## src/rtl/attn_irq_pkg.sv

```systemverilog
// Shared types for the attention interrupt combiner.
package attn_irq_pkg;
    // Selects how the completion and attention terms are merged.
    typedef enum logic {
        MODE_LEGACY = 1'b0,
        MODE_MASKED = 1'b1
    } irq_mode_e;
endpackage

```

## src/rtl/attn_flag_bank.sv

```systemverilog
// One sticky attention flag per drive.
// Set by a one-cycle pulse, cleared by a write-one-to-clear mask.
// Assumes: a set pulse beats a clear in the same cycle; init beats both.
module attn_flag_bank #(
    parameter int NUM_DRIVES = 8
) (
    input  logic                  clk,
    input  logic                  rst_n,
    input  logic                  init_i,
    input  logic [NUM_DRIVES-1:0] set_i,
    input  logic                  clr_wr_i,
    input  logic [NUM_DRIVES-1:0] clr_mask_i,
    output logic [NUM_DRIVES-1:0] flags_o
);
    logic [NUM_DRIVES-1:0] flag_q;

    for (genvar d = 0; d < NUM_DRIVES; d++) begin : g_flag
        logic clr_hit;
        assign clr_hit = clr_wr_i & clr_mask_i[d];

        // Per-drive flag update: reset/init clear, set wins over clear.
        always_ff @(posedge clk) begin
            if (!rst_n || init_i) begin
                flag_q[d] <= 1'b0;
            end else if (set_i[d]) begin
                flag_q[d] <= 1'b1;
            end else if (clr_hit) begin
                flag_q[d] <= 1'b0;
            end
        end
    end

    assign flags_o = flag_q;
endmodule

```

## src/rtl/done_edge_latch.sv

```systemverilog
// Completion request latch.
// On a rising edge of ready it captures the enable value. Init or
// acknowledge clears it.
// Assumes: the ready history starts at 1, so that a ready already high
// at reset release is not taken as an edge. A clear beats a load in the
// same cycle.
module done_edge_latch (
    input  logic clk,
    input  logic rst_n,
    input  logic init_i,
    input  logic iack_i,
    input  logic ready_i,
    input  logic en_i,
    output logic done_o
);
    logic ready_prev_q;
    logic done_q;
    logic ready_rise;

    assign ready_rise = ready_i & ~ready_prev_q;

    // Track the previous ready value for edge detection.
    always_ff @(posedge clk) begin
        if (!rst_n) begin
            ready_prev_q <= 1'b1;
        end else begin
            ready_prev_q <= ready_i;
        end
    end

    // Completion flip-flop: clear on init/ack, load enable on a ready rise.
    always_ff @(posedge clk) begin
        if (!rst_n || init_i || iack_i) begin
            done_q <= 1'b0;
        end else if (ready_rise) begin
            done_q <= en_i;
        end
    end

    assign done_o = done_q;
endmodule

```

## src/rtl/irq_merge.sv

```systemverilog
// Combines the completion request with the attention summary.
// Legacy: the completion term bypasses the enable/ready gating.
// Masked: both terms are gated by enable and ready.
// Assumes: purely combinational, feeding the request pin directly.
module irq_merge
    import attn_irq_pkg::*;
#(
    parameter int NUM_DRIVES = 8
) (
    input  irq_mode_e             mode_i,
    input  logic [NUM_DRIVES-1:0] flags_i,
    input  logic                  done_i,
    input  logic                  en_i,
    input  logic                  ready_i,
    output logic                  irq_o
);
    logic any_attn;
    logic gate_ok;

    assign any_attn = |flags_i;
    assign gate_ok  = en_i & ready_i;

    // Select the combining rule for the current mode.
    always_comb begin
        unique case (mode_i)
            MODE_LEGACY: irq_o = done_i | (any_attn & gate_ok);
            MODE_MASKED: irq_o = (done_i | any_attn) & gate_ok;
            default:     irq_o = 1'b0;
        endcase
    end
endmodule

```

## src/rtl/attn_irq_combiner.sv

```systemverilog
// Top level: attention flag bank, completion latch and request merge.
// Assumes: all inputs are synchronous to clk. Set pulses are single-cycle.
module attn_irq_combiner
    import attn_irq_pkg::*;
#(
    parameter int NUM_DRIVES = 8
) (
    input  logic                  clk,
    input  logic                  rst_n,
    input  logic                  init_i,
    input  logic                  iack_i,
    input  logic                  ready_i,
    input  logic                  irq_en_i,
    input  logic                  mode_masked_i,
    input  logic [NUM_DRIVES-1:0] drv_attn_set_i,
    input  logic                  reg_wr_i,
    input  logic [NUM_DRIVES-1:0] reg_wdata_i,
    output logic [NUM_DRIVES-1:0] attn_summary_o,
    output logic                  irq_o
);
    logic [NUM_DRIVES-1:0] flags;
    logic                  done;
    irq_mode_e             mode;

    assign mode = irq_mode_e'(mode_masked_i);

    attn_flag_bank #(.NUM_DRIVES(NUM_DRIVES)) u_flags (
        .clk        (clk),
        .rst_n      (rst_n),
        .init_i     (init_i),
        .set_i      (drv_attn_set_i),
        .clr_wr_i   (reg_wr_i),
        .clr_mask_i (reg_wdata_i),
        .flags_o    (flags)
    );

    done_edge_latch u_done (
        .clk     (clk),
        .rst_n   (rst_n),
        .init_i  (init_i),
        .iack_i  (iack_i),
        .ready_i (ready_i),
        .en_i    (irq_en_i),
        .done_o  (done)
    );

    irq_merge #(.NUM_DRIVES(NUM_DRIVES)) u_merge (
        .mode_i  (mode),
        .flags_i (flags),
        .done_i  (done),
        .en_i    (irq_en_i),
        .ready_i (ready_i),
        .irq_o   (irq_o)
    );

    assign attn_summary_o = flags;
endmodule

```

## config.mk

```make
export PLATFORM = sky130hd
export DESIGN_NAME = attn_irq_combiner
export DESIGN_NICKNAME = d
export VERILOG_FILES = /design/src/rtl/attn_irq_pkg.sv /design/src/rtl/attn_flag_bank.sv /design/src/rtl/done_edge_latch.sv /design/src/rtl/irq_merge.sv /design/src/rtl/attn_irq_combiner.sv
export SDC_FILE = /design/constraint.sdc
export NUM_CORES = 1
export LEC_CHECK = 0
export CAP_MARGIN = 10
export CORE_AREA = 3 3 40 42
export CTS_BUF_LIST = sky130_fd_sc_hd__clkbuf_8
export DETAILED_ROUTE_END_ITERATION = 10
export DIE_AREA = 0 0 43 45
export DONT_BUFFER_PORTS = 1
export GPL_ROUTABILITY_DRIVEN = 0
export GPL_TIMING_DRIVEN = 1
export PLACE_DENSITY = 0.46
export SYNTH_ARGS = -nofsm -noshare
export SYNTH_HDL_FRONTEND = slang
export SYNTH_SLANG_ARGS = --single-unit
export TNS_END_PERCENT = 20
```

## constraint.sdc

```tcl
create_clock -name clk -period 1.15 [get_ports clk]
set_input_delay 0.115 -clock clk [delete_from_list [all_inputs] [get_ports clk]]
set_output_delay 0.115 -clock clk [all_outputs]
set_load 0.05 [all_outputs]
```

==> results.json, run 1 <==
{
  "netlist_top_cells_area": "dfxtp_1 51%, a21oi_1 10%, nor2_1 8.6%",
  "setup_viol": 1,
  "p_leak_nw": 0.248,
  "hpwl_um": 826,
  "clockBufferDepth": 2,
  "nets": 85,
  "worst-path-stages": 2,
  "fin_setup_tns_ps": -75.0,
  "dr.pass1.iters": 3,
  "p_total_uw": 946,
  "rsz0062_at_grt": "true",
  "clock_skew_ps": 0.0561,
  "final-hold-violation-count": 0,
  "final_area_sq_um": 589,
  "p_comb_frac": 0.154,
  "crit_path_max_incr_delay_ps": 330,
  "critPathLaunchType": "flip-flop",
  "setup.worst_path.class": "reg2out",
  "regArea_sq_um": 211,
  "placed_cells": 68,
  "worst_r2r_path_depth": 3,
  "drc": 0,
  "yosysSeqAreaShare": 0.511,
  "powerDensity_nw_per_um2": 1600,
  "grt_remaining_overflow": 0,
  "wire_per_inst_um": 13.1,
  "hold_end": "u_done.ready_prev_q$_SDFF_PN1_",
  "die_area_sq_um": 1940,
  "maxSlewViolCount": 0,
  "path_max_fanout": 2,
  "num_io_pins": 33,
  "antenna_cells": 0,
  "violations": "setup timing",
  "drt-initial-drc-count": 4,
  "core_sq_um": 1280,
  "layout_setup_ws_ps": -75.0,
  "clk_pin_slew_ps": 50,
  "hp-class": "in2reg",
  "avgSynthCellArea_sq_um": 8.33,
  "area_growth_pct": 50.5,
  "swShare": 0.240,
  "start_util": 0.305,
  "place_ws_ps": 53.0,
  "grtUsageTotal": 0.107,
  "multi_input_area_sq_um": 210,
  "wirelength_um": 986,
  "clock_sinks": 10,
  "worstPathRequired_ps": 1030,
  "ys_seq_elements": 10,
  "fillerInstances": 130,
  "ant_nets": 0,
  "ir_drop_uv": 969,
  "grt_pass1_vias": 333,
  "crit_chain": "nor4_4 -> a31oi_4",
  "cts_root_buf": "clkbuf_8",
  "fin_crit_ps": 1230,
  "power_switching_uw": 227,
  "synth.cell_area_sq_um": 392,
  "final_util": 0.459,
  "timing.max_cap.violations": 0,
  "status": "finished with violations",
  "grt_pass1_wl_um": 1460,
  "worstMarginPinSlew_ps": 413,
  "clock_latency_ps": 230,
  "cts_made_buffers": 3,
  "worstHoldStart": "ready_i",
  "antenna_found_initial": 0,
  "fmax_mhz": 816,
  "critPathSlowestCell": "dfxtp_2",
  "grt_max_degree": 10,
  "synth_largest_area_cell": "dfxtp_1",
  "slew_headroom": 0.725,
  "die_y_um": 45,
  "route.vias.total": 360,
  "syn-num-nets": 71,
  "ys_warn_count": 0,
  "portBuffers": 0,
  "min_path_cells": 1,
  "netlist_instances": 47,
  "synthDistinctLibCells": 15,
  "timing.hold.ws_ps": 1.48,
  "p_int_uw": 719,
  "die_x_um": 43,
  "final_cell_mix": "9 x nor2_1, 9 x dfxtp_2, 8 x nand2_1, 8 x a21oi_1, 8 x buf_4",
  "cts_tree": "done",
  "crit_path_end_kind": "primary output",
  "r2r_end": "u_flags.flags_o[4]$_SDFFE_PP0P_",
  "crit_family": "flip-flops",
  "viasPerCell": 4.80,
  "drive_gt1_frac": 0.433,
  "post-cts-setup-buffers": 0,
  "clkPwrFrac": 0.447,
  "seqPwrFrac": 0.399,
  "netlist.area_leader.share": 0.511,
  "place_area_sq_um": 489,
  "ff2ff_setup_slack_ps": 330,
  "cp.buffers_inverters": 0,
  "timing.rr.start": "u_flags.flags_o[4]$_SDFFE_PP0P_",
  "fin_crit_sh": 1.07,
  "cp.arrival_ps": 1110,
  "rows": 13,
  "layoutNonFillerInstCount": 75,
  "cts-htree-levels": 1
}
==> synth_stat cells (all sizes together) <==
master / number
dfxtp: 10
nor2b: 1
inv: 1
a31oi: 1
a22oi: 1
buf: 2
nor3: 2
nand2: 8
mux2i: 1
nor4: 1
nor2: 9
a21oi: 8
nand2b: 2
==> worst reg2reg max path, cell delays in order, from the launching register on <==
cell	delay [ps]
dfxtp_2	330
buf_4	190
a21oi_1	140
nor2_1	50
==> how the worst max path moves through the flow <==
stage / slack [ps] / start / endpoint
after global routing: -110 / u_flags.flags_o[4]$_SDFFE_PP0P_ / irq_o
final: -80 / u_flags.flags_o[4]$_SDFFE_PP0P_ / irq_o
after global placement: 110 / u_done.done_o$_SDFFE_PP0P_ / irq_o
after detailed placement: 50 / u_done.done_o$_SDFFE_PP0P_ / irq_o
after floorplan: 20 / u_flags.flags_o[5]$_SDFFE_PP0P_ / irq_o
after CTS: -110 / u_flags.flags_o[4]$_SDFFE_PP0P_ / irq_o
==> routing by layer <==
| layer | global-route usage | wire length (um) | vias to the layer above |
|---|---|---|---|
| li1 | - | - | 181 |
| met1 | 0.108 | 379 | 163 |
| met2 | 0.168 | 502 | 14 |
| met3 | 0.0637 | 92 | 2 |
| met4 | 0.0723 | 11 | 0 |
| met5 | 0 | 0 | - |
==> sequential cells by signal, indices dropped and copies added, names as in the netlist <==
signal               cells
u_flags.flags_o          8
u_done.done_o            1
u_done.ready_prev_q      1
==> power by group through the flow <==
stage               registers, mW  clock network (mW)  logic, mW
finish                      0.377               0.422      0.146
global placement            0.380                   0      0.133
global route                0.378               0.454      0.155
detailed placement          0.381                   0      0.135
CTS                         0.376               0.435      0.145
floorplan                   0.429                   0     0.0629
==> what timing repair did <==
action                                 CTS  global route
setup endpoints to repair                1             1
endpoints found under the hold margin    2             1
resized for setup                        1             2
pin swaps                                2             1
hold buffers                             2             1
==> layout make-up <==
type                       count  area share
multi-input combinational     34       0.357
tap                           15      0.0318
sequential                    10       0.359
clock buffer                   4      0.0934
timing repair buffer          11       0.153
inverter                       1     0.00637
==> cells by family after synthesis <==
| kind of cell | share of synthesized area |
|---|---|
| muxes | 0.0256 |
| and+or+nand+nor | 0.284 |
| DFF | 0.511 |
| AOI/OAI and AO/OA | 0.137 |
| buffers and inverters | 0.0415 |
(Power assumes the default switching activity.)
==> run 2, diff against run 1 <==
--- a/config.mk
+++ b/config.mk
@@ -8,6 +8,7 @@
 export CAP_MARGIN = 10
 export CORE_AREA = 3 3 40 42
 export CTS_BUF_LIST = sky130_fd_sc_hd__clkbuf_8
+export CTS_CLUSTER_SIZE = 24
 export DETAILED_ROUTE_END_ITERATION = 10
 export DIE_AREA = 0 0 43 45
 export DONT_BUFFER_PORTS = 1
==> results of run 2 <==
Final layout, timing and power as in run 1 (identical DEF).
==> run 3, diff against run 2 <==
--- a/config.mk
+++ b/config.mk
@@ -8,6 +8,7 @@
 export CAP_MARGIN = 10
 export CORE_AREA = 3 3 40 42
 export CTS_BUF_LIST = sky130_fd_sc_hd__clkbuf_8
+export CTS_CLUSTER_DIAMETER = 150
 export CTS_CLUSTER_SIZE = 24
 export DETAILED_ROUTE_END_ITERATION = 10
 export DIE_AREA = 0 0 43 45
==> results of run 3 <==
Final layout, timing and power as in run 1 (identical DEF).
